===== src/rtl/bwmem_pkg.sv =====
package bwmem_pkg;
  localparam int unsigned SPACE_AW = 16;
  localparam int unsigned PHYS_AW  = SPACE_AW + 1;

  typedef enum logic [1:0] {
    TGT_EXT    = 2'd0,
    TGT_RAM    = 2'd1,
    TGT_PERIPH = 2'd2
  } tgt_e;
endpackage


===== src/rtl/bwmem_route.sv =====
module bwmem_route import bwmem_pkg::*; #(
  parameter int unsigned PB_W        = 4,
  parameter int unsigned WIN_CODE_W  = 3,
  parameter int unsigned WIN_MIN_LOG = 10
) (
  input  logic [SPACE_AW-1:0]   addr,
  input  logic                  is_data,
  input  logic                  is_wr,
  input  logic                  bank32,
  input  logic                  periph_en,
  input  logic                  part_en,
  input  logic [PB_W-1:0]       part_limit,
  input  logic [WIN_CODE_W-1:0] win_code,
  output tgt_e                  tgt,
  output logic [PHYS_AW-1:0]    phys,
  output logic                  wr_ok
);
  localparam int unsigned SH_W = $clog2(SPACE_AW + 1);
  localparam logic [WIN_CODE_W-1:0] WIN_MAX_C = WIN_CODE_W'(SPACE_AW - WIN_MIN_LOG);
  localparam logic [SPACE_AW:0] ONE_L = 1;

  logic [SH_W-1:0]   shift;
  logic [SPACE_AW:0] win_lim;
  logic [SPACE_AW:0] bound;
  logic              part_live;
  logic              below_bound;
  logic              in_window;

  // window size: 2^(min+code), clamped to the whole space
  always_comb begin
    if (win_code > WIN_MAX_C) shift = SH_W'(SPACE_AW);
    else                      shift = SH_W'(WIN_MIN_LOG) + SH_W'(win_code);
    win_lim   = ONE_L << shift;
    in_window = {1'b0, addr} < win_lim;
  end

  // dynamic boundary is only honoured with four separate banks
  always_comb begin
    part_live   = part_en & bank32;
    bound       = {1'b0, part_limit, {(SPACE_AW - PB_W){1'b0}}};
    below_bound = {1'b0, addr} < bound;
  end

  always_comb begin
    tgt   = TGT_EXT;
    phys  = {1'b0, addr};
    wr_ok = 1'b0;
    if (periph_en && is_data) begin
      tgt   = TGT_PERIPH;
      wr_ok = is_wr;
    end else if (part_live) begin
      if (is_data) begin
        tgt   = TGT_RAM;
        wr_ok = is_wr && !below_bound;
      end else if (below_bound) begin
        tgt = TGT_RAM;
      end
    end else begin
      phys = {is_data, addr};
      if (in_window) begin
        tgt   = TGT_RAM;
        wr_ok = is_wr && is_data;
      end
    end
  end
endmodule


===== src/rtl/bwmem_enables.sv =====
module bwmem_enables import bwmem_pkg::*; #(
  parameter int unsigned NBANK = 4,
  parameter int unsigned NQUAD = 4,
  localparam int unsigned BLK_W = $clog2(NBANK),
  localparam int unsigned QD_W  = $clog2(NQUAD)
) (
  input  tgt_e             tgt,
  input  logic             bank32,
  input  logic [BLK_W-1:0] blk,
  input  logic [QD_W-1:0]  quad,
  output logic [NBANK-1:0] ce_n,
  output logic [NQUAD-1:0] pe_n,
  output logic             ext
);
  logic is_ram;
  logic is_pe;
  logic [NBANK-1:0] ce_sep_n;
  logic [NBANK-1:0] ce_big_n;

  assign is_ram = (tgt == TGT_RAM);
  assign is_pe  = (tgt == TGT_PERIPH);
  assign ext    = (tgt == TGT_EXT);

  for (genvar g = 0; g < NBANK; g++) begin : g_bank
    assign ce_sep_n[g] = ~(is_ram && (blk == BLK_W'(g)));
    if (g == 0) begin : g_sel
      assign ce_big_n[g] = ~is_ram;
    end else if (g == 1) begin : g_hi
      assign ce_big_n[g] = is_ram ? blk[BLK_W-1] : 1'b1;
    end else if (g == 2) begin : g_lo
      assign ce_big_n[g] = is_ram ? blk[0] : 1'b1;
    end else begin : g_off
      assign ce_big_n[g] = 1'b1;
    end
  end

  assign ce_n = bank32 ? ce_sep_n : ce_big_n;

  for (genvar q = 0; q < NQUAD; q++) begin : g_quad
    assign pe_n[q] = ~(is_pe && (quad == QD_W'(q)));
  end
endmodule


===== src/rtl/bwmem_pulse.sv =====
module bwmem_pulse #(
  parameter int unsigned PULSE_CLKS = 4,
  parameter int unsigned NBANK      = 4,
  parameter int unsigned NQUAD      = 4,
  parameter int unsigned BW_W       = 15,
  localparam int unsigned CNT_W = $clog2(PULSE_CLKS + 1)
) (
  input  logic             clk,
  input  logic             rst_n,
  input  logic             hold,
  input  logic             req_valid,
  output logic             req_ready,
  input  logic [NBANK-1:0] ce_n_d,
  input  logic [NQUAD-1:0] pe_n_d,
  input  logic             rw_n_d,
  input  logic             ext_d,
  input  logic [BW_W-1:0]  bw_d,
  input  logic             bank32_d,
  output logic [NBANK-1:0] ce_n,
  output logic             ce1b_n,
  output logic [NQUAD-1:0] pe_n,
  output logic             rw_n,
  output logic             ext_bus,
  output logic [BW_W-1:0]  bw_addr
);
  logic [CNT_W-1:0] cnt;
  logic             bank32_q;
  logic             fire;

  assign req_ready = (cnt == '0) && !hold;
  assign fire      = req_valid && req_ready;

  always_ff @(posedge clk or negedge rst_n) begin
    if (!rst_n) begin
      cnt      <= '0;
      ce_n     <= '1;
      ce1b_n   <= 1'b1;
      pe_n     <= '1;
      rw_n     <= 1'b1;
      ext_bus  <= 1'b0;
      bw_addr  <= '0;
      bank32_q <= 1'b1;
    end else if (hold) begin
      cnt     <= '0;
      ce_n    <= '1;
      ce1b_n  <= 1'b1;
      pe_n    <= '1;
      rw_n    <= 1'b1;
      ext_bus <= 1'b0;
    end else if (fire) begin
      cnt      <= CNT_W'(PULSE_CLKS);
      ce_n     <= ce_n_d;
      ce1b_n   <= ce_n_d[0];
      pe_n     <= pe_n_d;
      rw_n     <= rw_n_d;
      ext_bus  <= ext_d;
      bw_addr  <= bw_d;
      bank32_q <= bank32_d;
    end else if (cnt == CNT_W'(1)) begin
      cnt     <= '0;
      ce_n    <= '1;
      ce1b_n  <= 1'b1;
      pe_n    <= '1;
      rw_n    <= 1'b1;
      ext_bus <= 1'b0;
    end else if (cnt != '0) begin
      cnt <= cnt - CNT_W'(1);
    end
  end

  logic armed;
  always_ff @(posedge clk or negedge rst_n) begin
    if (!rst_n) armed <= 1'b0;
    else        armed <= 1'b1;
  end

  AST_HOLD_QUIET: assert property (@(posedge clk) disable iff (!rst_n)
    armed && $past(hold) |-> (&ce_n) && (&pe_n) && rw_n && ce1b_n && !ext_bus);

  AST_BIG_NO_CE4: assert property (@(posedge clk) disable iff (!rst_n)
    (cnt != '0) && !bank32_q |-> ce_n[NBANK-1]);
endmodule


===== src/rtl/bwmem_decode.sv =====
module bwmem_decode import bwmem_pkg::*; #(
  parameter int unsigned PULSE_CLKS  = 4,
  parameter int unsigned PB_W        = 4,
  parameter int unsigned WIN_CODE_W  = 3,
  parameter int unsigned WIN_MIN_LOG = 10,
  parameter int unsigned NBANK       = 4,
  parameter int unsigned NQUAD       = 4
) (
  input  logic                  clk,
  input  logic                  rst_n,
  input  logic                  hold_i,
  input  logic                  req_valid,
  output logic                  req_ready,
  input  logic [15:0]           req_addr,
  input  logic                  req_data,
  input  logic                  req_wr,
  input  logic                  bank32_sel,
  input  logic                  periph_en,
  input  logic                  part_en,
  input  logic [PB_W-1:0]       part_limit,
  input  logic [WIN_CODE_W-1:0] win_code,
  output logic [NBANK-1:0]      ce_n,
  output logic                  ce1b_n,
  output logic [NQUAD-1:0]      pe_n,
  output logic                  rw_n,
  output logic                  ext_bus,
  output logic [14:0]           bw_addr
);
  localparam int unsigned BLK_W = $clog2(NBANK);
  localparam int unsigned QD_W  = $clog2(NQUAD);
  localparam int unsigned BW_W  = PHYS_AW - BLK_W;
  localparam int unsigned LEN_W = $clog2(PULSE_CLKS + 2);

  tgt_e               tgt;
  logic [PHYS_AW-1:0] phys;
  logic               wr_ok;
  logic [NBANK-1:0]   ce_n_d;
  logic [NQUAD-1:0]   pe_n_d;
  logic               ext_d;

  bwmem_route #(
    .PB_W(PB_W), .WIN_CODE_W(WIN_CODE_W), .WIN_MIN_LOG(WIN_MIN_LOG)
  ) route_i (
    .addr(req_addr), .is_data(req_data), .is_wr(req_wr), .bank32(bank32_sel),
    .periph_en(periph_en), .part_en(part_en), .part_limit(part_limit),
    .win_code(win_code), .tgt(tgt), .phys(phys), .wr_ok(wr_ok)
  );

  bwmem_enables #(.NBANK(NBANK), .NQUAD(NQUAD)) enables_i (
    .tgt(tgt), .bank32(bank32_sel),
    .blk(phys[PHYS_AW-1 -: BLK_W]), .quad(req_addr[SPACE_AW-1 -: QD_W]),
    .ce_n(ce_n_d), .pe_n(pe_n_d), .ext(ext_d)
  );

  bwmem_pulse #(
    .PULSE_CLKS(PULSE_CLKS), .NBANK(NBANK), .NQUAD(NQUAD), .BW_W(BW_W)
  ) pulse_i (
    .clk(clk), .rst_n(rst_n), .hold(hold_i), .req_valid(req_valid),
    .req_ready(req_ready), .ce_n_d(ce_n_d), .pe_n_d(pe_n_d), .rw_n_d(~wr_ok),
    .ext_d(ext_d), .bw_d(phys[BW_W-1:0]), .bank32_d(bank32_sel),
    .ce_n(ce_n), .ce1b_n(ce1b_n), .pe_n(pe_n), .rw_n(rw_n),
    .ext_bus(ext_bus), .bw_addr(bw_addr)
  );

  // port-level checks
  logic             armed;
  logic             act;
  logic [LEN_W-1:0] len;

  assign act = (~&ce_n) || (~&pe_n) || ext_bus;

  always_ff @(posedge clk or negedge rst_n) begin
    if (!rst_n) begin
      armed <= 1'b0;
      len   <= '0;
    end else begin
      armed <= 1'b1;
      if (!act)           len <= '0;
      else if (~&len)     len <= len + LEN_W'(1);
    end
  end

  AST_PULSE_LEN: assert property (@(posedge clk) disable iff (!rst_n)
    armed && $fell(act) && !$past(hold_i) |-> len == LEN_W'(PULSE_CLKS));

  AST_BUSY_NOT_READY: assert property (@(posedge clk) disable iff (!rst_n)
    act |-> !req_ready);

  AST_RW_NEEDS_TARGET: assert property (@(posedge clk) disable iff (!rst_n)
    !rw_n |-> !ext_bus && ((~&ce_n) || (~&pe_n)));

  AST_EXT_ALONE: assert property (@(posedge clk) disable iff (!rst_n)
    ext_bus |-> (&ce_n) && (&pe_n));

  AST_PE_ONEHOT: assert property (@(posedge clk) disable iff (!rst_n)
    $onehot0(~pe_n));

  AST_CE1_COPY: assert property (@(posedge clk) disable iff (!rst_n)
    ce1b_n == ce_n[0]);
endmodule


===== config.mk =====
export PLATFORM = sky130hd
export DESIGN_NAME = bwmem_decode
export DESIGN_NICKNAME = d
export VERILOG_FILES = /design/src/rtl/bwmem_pkg.sv /design/src/rtl/bwmem_route.sv /design/src/rtl/bwmem_enables.sv /design/src/rtl/bwmem_pulse.sv /design/src/rtl/bwmem_decode.sv
export SDC_FILE = /design/constraint.sdc
export NUM_CORES = 1
export LEC_CHECK = 0
export BUFFER_PORTS_ARGS = -buffer_cell sky130_fd_sc_hd__buf_2
export CORE_MARGIN = 2
export CORE_UTILIZATION = 52
export CTS_BUF_LIST = sky130_fd_sc_hd__clkbuf_4 sky130_fd_sc_hd__clkbuf_8
export DETAILED_ROUTE_END_ITERATION = 10
export GPL_TIMING_DRIVEN = 0
export PLACE_DENSITY = 0.91
export SLEW_MARGIN = 20
export SYNTH_ARGS = -nofsm -noshare
export SYNTH_HDL_FRONTEND = slang
export SYNTH_SLANG_ARGS = --single-unit
export TNS_END_PERCENT = 1

===== constraint.sdc =====
create_clock -name clk -period 2.1 [get_ports clk]
set_input_delay 0.21 -clock clk [delete_from_list [all_inputs] [get_ports clk]]
set_output_delay 0.21 -clock clk [all_outputs]
set_load 0.01 [all_outputs]

== Word level (Yosys, flattened, before mapping) ==
Cells that the tools add are included.

* Register bits: 29
* Input port bits: 32

* Add/subtract/negate cells: 2
* $lt $le $gt $ge: 3
* Equal/unequal tests: 9
* Shift operators: 1
* Mux-type cells: 32
* Bitwise logic cells: 12
* Reductions and logical operators: 23

{| class="wikitable"
|+ Operators with widths
! kind !! count
|-
| two-way mux 17 bit || 2
|-
| two-way mux 4 bit || 6
|-
| < comparator 16 x 17 -> 1 bit || 1
|-
| left shift 1 x 5 -> 17 bit, first input constant || 1
|-
| < comparator 16 bit || 1
|-
| two-way mux 1 bit || 16
|-
| logical AND 1 bit || 13
|-
| two-way mux 3 bit || 4
|-
| NOT 1 bit || 11
|-
| equality test 2 bit, second input constant || 5
|-
| equality test 2 x 1 -> 1 bit, second input constant || 3
|-
| logical NOT 2 bit || 3
|-
| two-way mux 2 bit || 3
|-
| nonzero test 3 bit || 2
|-
| adder 4 x 3 -> 5 bit, first input constant || 1
|-
| two-way mux 5 bit || 1
|-
| nonzero test 4 bit || 1
|-
| equality test 3 x 1 -> 1 bit, second input constant || 1
|-
| greater-than comparator 3 bit, second input constant || 1
|-
| logical NOT 3 bit || 1
|-
| subtractor 3 x 1 -> 3 bit, second input constant || 1
|-
| logical NOT 1 bit || 2
|-
| AND reduction 2 bit || 1
|-
| bitwise AND 1 bit || 1
|}

== Depth between registers and ports, before layout ==
Gate-level depths: netlist (run 1).

* Depth after elaboration: 13
* Gate-level depth with buffers: 9
* Gate-level depth less buffers: 9

== Hierarchy ==
Synthesis (run 1) repeated with hierarchy kept, for this count alone.

* Cells, all modules: 176
* Area total of the unflattened synthesis: 1,929.4 um^2

{| class="wikitable"
|+ Modules (own cells, without submodules)
! module !! instances !! cells an instance !! area each (um^2) !! seq. area each (um^2)
|-
| bwmem_pulse || 1 || 78 || 1,167.4 || 711.9
|-
| bwmem_route || 1 || 84 || 661.9 || 0.0
|-
| bwmem_enables || 1 || 13 || 96.3 || 0.0
|-
| bwmem_decode || 1 || 1 || 3.8 || 0.0
|}

== Worst setup path after synthesis (run 1) ==
No wires, ideal clock.

* Path kind: in2reg
* Start point: in win_code[1]
* End point: reg pulse_i.ce_n[3]
* Setup time: 0.095 ns
* Data arrival time: 2.057 ns
* Required time: 2.005 ns
* Setup slack: -0.052 ns
* Stages: 9
* Path buffers: 0
* Cell sequence: ha_1 -> nor2b_1 -> nand2_1 -> ha_1 -> a211o_1 -> a221oi_2 -> a221oi_2 -> o22ai_2 -> a41oi_2

* Cells in the longest elaborated chain, start to end: 13
* Elaborated cells between the ends (all ways): 14
* Classes of those cells: add/sub (1); order compare (2); eq/ne (1); shift (1); mux (7); bitwise (1); reduce/logical (1)

{| class="wikitable"
|+ RTL lines
! item !! RTL line !! source
|-
| start, declared || bwmem_decode.sv:21 || <nowiki>input logic [WIN_CODE_W-1:0] win_code,</nowiki>
|-
| adder 4 x 3 -> 5 bit or greater-than comparator 3 bit (tied branches) || bwmem_route.sv:32, bwmem_route.sv:31 ||
|-
| two-way mux 5 bit (*) || bwmem_route.sv:31 || <nowiki>if (win_code > WIN_MAX_C) shift = SH_W'(SPACE_AW);</nowiki>
|-
| left shift 1 x 5 -> 17 bit (*) || bwmem_route.sv:33 || <nowiki>win_lim = ONE_L << shift;</nowiki>
|-
| < comparator 16 x 17 -> 1 bit (*) || bwmem_route.sv:34 || <nowiki>in_window = {1'b0, addr} < win_lim;</nowiki>
|-
| two-way mux 1 bit (*) || bwmem_route.sv:60 || <nowiki>if (in_window) begin</nowiki>
|-
| two-way mux 2 bit (*) || bwmem_route.sv:51 || <nowiki>end else if (part_live) begin</nowiki>
|-
| two-way mux 2 bit (*) || bwmem_route.sv:48 || <nowiki>if (periph_en && is_data) begin</nowiki>
|-
| equality test 2 x 1 -> 1 bit (*) || bwmem_enables.sv:20 || <nowiki>assign is_ram = (tgt == TGT_RAM);</nowiki>
|-
| logical AND 1 bit (*) || bwmem_enables.sv:25 || <nowiki>assign ce_sep_n[g] = ~(is_ram && (blk == BLK_W'(g)));</nowiki>
|-
| NOT 1 bit (*) || bwmem_enables.sv:25 ||
|-
| two-way mux 4 bit (*) || bwmem_enables.sv:37 || <nowiki>assign ce_n = bank32 ? ce_sep_n : ce_big_n;</nowiki>
|-
| two-way mux 4 bit (*) || bwmem_pulse.sv:50 || <nowiki>end else if (fire) begin</nowiki>
|-
| two-way mux 4 bit (*) || bwmem_pulse.sv:43 || <nowiki>end else if (hold) begin</nowiki>
|-
| end signal, assigned || bwmem_pulse.sv:52 || <nowiki>ce_n <= ce_n_d;</nowiki>
|-
| end, declared || bwmem_pulse.sv:19 || <nowiki>output logic [NBANK-1:0] ce_n,</nowiki>
|}

Mark *: on every way between the ends. The rest lies on a longest branch, timed or not.
A chain may end at the register's enable or synchronous reset.

== Worst setup path after layout (run 1) ==
Ends and elaborated chain as after synthesis.

==> metrics.yaml, run 1 <==
timing:
  fin_skew_ps: 5.30
  slew_viol_final: 0
  relSlewSlack_pct: 59.7
  hold_viol: 0
  finalCritPeriodShare_pct: 95.6
  fin_crit_ps: 2010
  setup_tns_ps: 0
  fmaxAchievable_ghz: 0.498
  worst_slew_pin_slew_ps: 604
  holdWs_ps: 82.4
  setup_violations: 0
detailed_routing:
  drt-total-wl_um: 3810
  wl_per_cell_um: 13.5
  via_per_inst: 5.38
  num_vias: 1516
  first_iter_violations: 86
  ant_nets: 0
  drc: 0
  drtPass1Iterations: 4
layout:
  drive_above_1_share_pct: 44.1
  regArea_um2: 712
  nets: 290
  nFillCells: 285
  n_antenna_cell: 0
  synthToLayoutAreaGrowth_pct: 27.8
  multi_input_area_um2: 1100
synthesis:
  syn_avg_cell_area_um2: 10.7
  yosysUniqueCellTypes: 47
  synth_edf_count: 0
  synth_ff_type: "dfrtp_1"
  synth_top_area_share_pct: 26.5
  synthCells: 168
  ys_ff_latch: 28
  async_flop_share_pct: 100
  yosys-top-cells-count: "ha_1 (21), dfrtp_1 (19), mux2_2 (15)"
  synth_top_area_cell: "dfrtp_1"
  yosys-top-cells-area: "dfrtp_1 (26%), ha_1 (15%), dfstp_2 (13%)"
  syn_area_um2: 1800
  seq_area_frac_synth_pct: 39.7
  yosysMostFrequentCell: "ha_1"
  ys_warn_count: 0
global_routing:
  grt_max_degree: 29
  overflow: 0
  grt.total_usage_pct: 20.0
  grt_pass1_vias: 1541
  antenna_found_initial: 0
  grt_pass1_wl_um: 6500
floorplanning:
  design.die.area_um2: 3940
  std_cell_rows: 21
  core_um2: 3340
  fp.dieH_um: 62.8
  io_pins: 59
  dieWidth_um: 62.8
  start_util_pct: 53.8
clock_network:
  cts_tree: "built"
  ctsHtreeMaxLevel: 1
  clockBufferDepth: 2
  post_cts_buffers: 0
  clk_latency_ps: 330
  cts.clk_slew.worst_paths_ps: 160
  cts.sinks: 28
  cts_inserted_buffers: 3
  clockRootBuffer: "clkbuf_4"
job:
  maxCapViolations: 0
pwr:
  p_comb_share_pct: 42.5
  intPower_w: 0.00136
  pwr-share-clk_pct: 17.4
  p_leak_nw: 1.05
  power_density_nw_per_um2: 898
  ir_drop_mv: 0.606
  share_seq_of_total_power_pct: 40.1
  p_sw_w: 0.000697
  switching_share_pct: 33.8
placement:
  port-buffer-count: 58
  hpwl_um: 2960
  routabilityCongestion: 0.799
worst_setup_path:
  crit_family: "compound AO/OA/AOI/OAI gates"
  cp_num_cells: 10
  crit_arrival_ps: 2270
  cp_num_buf_inv: 1
  crit_path_cell_trace: "clkbuf_4 > ha_4 > nor2b_4 > nand2_1 > ha_4 > a211o_1 > a221oi_2 > a221oi_2 > o22ai_2 > a41oi_2"
  critPathMaxFanout: 6
  start_kind: "input port"
  cpMaxStageDelayCell: "a211o_1"
  path_class: "input port to register"
  worst-endpoint-required_ps: 2370
  critPathCaptureType: "register"
  reg2regPathDepth: 8
  slowest_delay_ps: 330
status:
  status: "completed"
hold_path:
  hp-class: "input port to register"
  min_path_cells: 2
[timing repair]
item / CTS / global route
gates resized for setup: 0 / 9
hold buffers: 1 / 0
setup endpoints to repair: 0 / 6
endpoints found under the hold margin: 19 / 0
[sequential cells by signal (all words and copies together), names as in the netlist]
register and cells:
pulse_i.bw_addr 15, pulse_i.ce1b_n 1, pulse_i.ce_n 3, pulse_i.cnt 3, pulse_i.ext_bus 1, pulse_i.pe_n 4, pulse_i.rw_n 1
[routing by layer]
layer	routed length [um]	share of wire (%)	global-route usage [%]
met1	1630	43	25.9
met2	1880	49	34.7
met3	237	6.2	3.24
met4	58	1.5	5.56
met5	0	0	0
[stage by stage]
| stage | util (%) | instances | power (W) | setup WS (ps) | area [um^2] |
|---|---|---|---|---|---|
| floorplan | - | 173 | 0.00138 | 7.75 | 1820 |
| global placement | 65.0 | 277 | 0.00166 | -288 | 2170 |
| detailed placement | 65.0 | 277 | 0.00170 | -334 | 2170 |
| CTS | 66.9 | 282 | 0.00207 | 40.5 | 2230 |
| global route | 68.8 | 282 | 0.00220 | -32.8 | 2290 |
| finish | 68.8 | 282 | 0.00206 | 92.1 | 2290 |
[layout make-up]
type,count,share of cell area (%)
Multi-Input combinational cell,129,47.8
Sequential cell,28,31.0
Timing Repair Buffer,59,13.2
Tap cell,46,2.51
Inverter,12,1.96
Clock inverter,1,1.31
Buffer,4,1.20
Clock buffer,3,0.981
[worst reg2reg max path, delay by kind of cell (launching register included)]
kind	cells	cell delay [ps]
AND/OR/NAND/NOR	1	260
adder cells (fa/ha/maj)	1	230
buffers and inverters	3	330
flip-flops	1	410
AO/OA/AOI/OAI	3	590
[final timing paths]
path	start	end	slack, ps
worst max register to register	pulse_i.cnt[0]	pulse_i.ce_n[3]	200
max in group asynchronous	rst_n	pulse_i.ext_bus	1310
worst min-delay path	hold_i	pulse_i.cnt[2]	80
worst max-delay path	win_code[1]	pulse_i.ce_n[3]	90
worst min register to register	pulse_i.pe_n[0]	pulse_i.pe_n[0]	520
min in group asynchronous	rst_n	pulse_i.bw_addr[7]	400
[cells by family after synthesis]
group | synth area share, %
compound gates | 18.5
xor+xnor | 0.488
fa+ha+maj | 14.6
buf+inv | 4.04
flops | 39.7
mux | 9.41
other cells | 0.209
simple gates | 13.0
[placed cells by master (no fill, tap or decap), types with 3 or more instances in the layout]
master     n
dfstp_2    9
conb_1     6
nor2b_1    3
a31oi_1    4
a21oi_1    6
nand2_1   11
buf_2     58
clkbuf_4   4
ha_4       3
dfrtp_1   19
nand2b_1   3
a221oi_2   3
ha_1      18
o21ai_0    6
mux2_2    15
nor2_1    12
inv_1     12
a21o_1     3
[power by group through the flow]
| stage | Combinational, W | Sequential (W) | Clock, W |
|---|---|---|---|
| 6_report | 0.000876 | 0.000827 | 0.000358 |
| 5_1_grt | 0.000966 | 0.000851 | 0.000378 |
| 4_1_cts | 0.000869 | 0.000831 | 0.000367 |
| 3_5_place_dp | 0.000864 | 0.000839 | 0 |
| 3_3_place_gp | 0.000835 | 0.000829 | 0 |
| 2_1_floorplan | 0.000470 | 0.000913 | 0 |
Note: power is estimated with default switching activity, not from simulation.
==> run 2, diff against run 1 <==
- CORE_UTILIZATION: 52 -> 47
- PLACE_DENSITY: 0.91 -> 0.87
- clock period: 2.1 -> 1.6 ns (I/O delays scaled with it)
==> run 2 against run 1 <==
Net effect: the run now ends with setup timing left; combinational power is 51% higher; design area increased by 4.8%; critical path depth did not move; clock skew up 2.0 ps; count of clock-buffer cells in the layout is 1 higher; sequential cell count is the same; sequential power rose by 34%; total power increased by 39%; sequential share of layout area fell by 1.4 points; non-clock buffer count rose by 1; worst hold slack better by 17 ps.
==> metrics.yaml, run 2 (synthesized netlist as in run 1, its figures left out) <==
clock_network:
  clockBufferDepth: 2
  cts.sinks: 28
  clk_latency_ps: 270
  clockRootBuffer: "clkbuf_8"
  cts.clk_slew.worst_paths_ps: 100
  cts_inserted_buffers: 3
  ctsHtreeMaxLevel: 1
  cts_tree: "built"
pwr:
  switching_share_pct: 33.5
  power_density_nw_per_um2: 1190
  power.total_w: 0.00286
  ir_drop_mv: 0.835
  pwr-share-clk_pct: 15.1
  p_leak_nw: 1.11
  p_sw_w: 0.000957
  p_comb_share_pct: 46.2
  share_seq_of_total_power_pct: 38.7
  intPower_w: 0.00190
hold_path:
  hp-class: "input port to register"
placement:
  hpwl_um: 2980
  port-buffer-count: 58
  routabilityCongestion: 0.798
worst_setup_path:
  start_kind: "input port"
  slowest_delay_ps: 310
  crit_arrival_ps: 2110
  cpMaxStageDelayCell: "a221oi_2"
  critPathMaxFanout: 4
  path_class: "input port to register"
  worst-endpoint-required_ps: 1790
  critPathCaptureType: "register"
  crit_path_cell_trace: "buf_8 > ha_4 > nor2b_4 > nand2_2 > ha_4 > a211o_1 > a221oi_2 > a221oi_2 > o22ai_2 > a41oi_2"
layout:
  layout_commonest_cell: "buf_2"
  top_regs: "pulse_i.bw_addr: 15 flops, pulse_i.pe_n: 4 flops"
  nFillCells: 279
  final_util_pct: 65.7
  synthToLayoutAreaGrowth_pct: 33.9
  final_cell_mix: "buf_2 (56), dfrtp_1 (19), ha_1 (17), nor2_1 (12)"
  largest_reg_flops: 15
  largest-register: "pulse_i.bw_addr"
  n_antenna_cell: 0
  drive_above_1_share_pct: 48.1
  nets: 291
detailed_routing:
  wl_per_cell_um: 13.6
  drt-total-wl_um: 3890
  drtPass1Iterations: 4
  via_per_inst: 5.34
  first_iter_violations: 41
  num_vias: 1523
  drc: 0
  ant_nets: 0
timing:
  setup_violations: 16
  fmaxAchievable_ghz: 0.523
  hold_viol: 0
  fin_crit_ps: 1910
  finalCritPeriodShare_pct: 120
  relSlewSlack_pct: 58.6
  setup_ws_ps: -313
  worst_slew_pin_slew_ps: 620
  rsz0062_at_grt: "yes"
  fin_skew_ps: 7.34
  slew_viol_final: 0
floorplanning:
  design.die.area_um2: 4330
  core_um2: 3660
  std_cell_rows: 22
  start_util_pct: 49.0
  fp.dieH_um: 65.8
  dieWidth_um: 65.8
  io_pins: 59
global_routing:
  grt_pass1_wl_um: 6400
  grt.total_usage_pct: 19.0
  grt_max_degree: 29
  antenna_found_initial: 0
  grt_pass1_vias: 1494
  overflow: 0
job:
  maxCapViolations: 0
status:
  failed_checks: "setup timing"
  status: "complete, but fails checks"
run 2: cell count changes in the layout (fill, tap and decap cells not counted), sizes merged:
cell | before | now
buf | 60 | 62
bufinv | 1 | 0
run 2: worst max-delay path, delay by kind of cell:
kind	cells	cell delay [ps]
fa+ha+maj	2	480
compound gates	5	1140
simple gates	2	240
buf+inv	1	110
run 2: final cells by class:
| cell class | count | area (um^2) | area share, % |
|---|---|---|---|
| sequential | 28 | 712 | 29.6 |
| buffer | 4 | 50.0 | 2.08 |
| clock buffer | 4 | 55.1 | 2.29 |
| tap | 48 | 60.1 | 2.50 |
| multi-input combinational | 129 | 1160 | 48.2 |
| inverter | 12 | 45.0 | 1.87 |
| timing repair buffer | 60 | 324 | 13.5 |
run 2: repair_timing:
| item | in CTS | in global routing |
|---|---|---|
| hold buffers | 1 | 0 |
| setup buffers | 1 | 0 |
| pin swaps | 11 | 8 |
| setup endpoints to repair | 23 | 21 |
| endpoints found under the hold margin | 19 | 0 |
| gates resized for setup | 21 | 17 |
run 2: layer usage:
layer,up-vias,wire (um),track usage (%)
li1,750,-,-
met1,732,1710,22.8
met2,39,1960,34.7
met3,2,196,3.75
met4,0,15,4.43
met5,-,0,0
run 2: power by group through the flow:
stage / Sequential, W / Combinational (W) / Clock [W]
finish: 0.00111 / 0.00132 / 0.000432
detailed placement: 0.00110 / 0.00114 / 0
floorplan: 0.00120 / 0.000620 / 0
CTS: 0.00110 / 0.00124 / 0.000446
global placement: 0.00109 / 0.00111 / 0
global route: 0.00114 / 0.00144 / 0.000468
run 2: path summary, 6_finish.rpt:
kind	from	endpoint	slack, ps	cells after the start
setup / recovery	win_code[1]	pulse_i.ce_n[3]	-310	10
hold / removal	hold_i	pulse_i.cnt[2]	100	2
setup reg to reg	pulse_i.cnt[0]	pulse_i.ce_n[3]	-200	8
hold reg to reg	pulse_i.ce_n[2]	pulse_i.ce_n[2]	500	2
max in group asynchronous	rst_n	pulse_i.bw_addr[14]	760	2
min in group asynchronous	rst_n	pulse_i.bw_addr[12]	430	2
run 2: stage by stage:
stage / std cells / setup TNS (ps) / worst slack (ps) / hold slack, ps / cell area [um^2]
detailed placement: 279 / -7990 / -789 / 203 / 2190
CTS: 285 / -2140 / -360 / 97.8 / 2330
global route: 285 / -3530 / -439 / 106 / 2400
finish: 285 / -2000 / -313 / 98.9 / 2400
floorplan: 173 / -2950 / -406 / -136 / 1840
global placement: 279 / -7180 / -749 / 208 / 2190
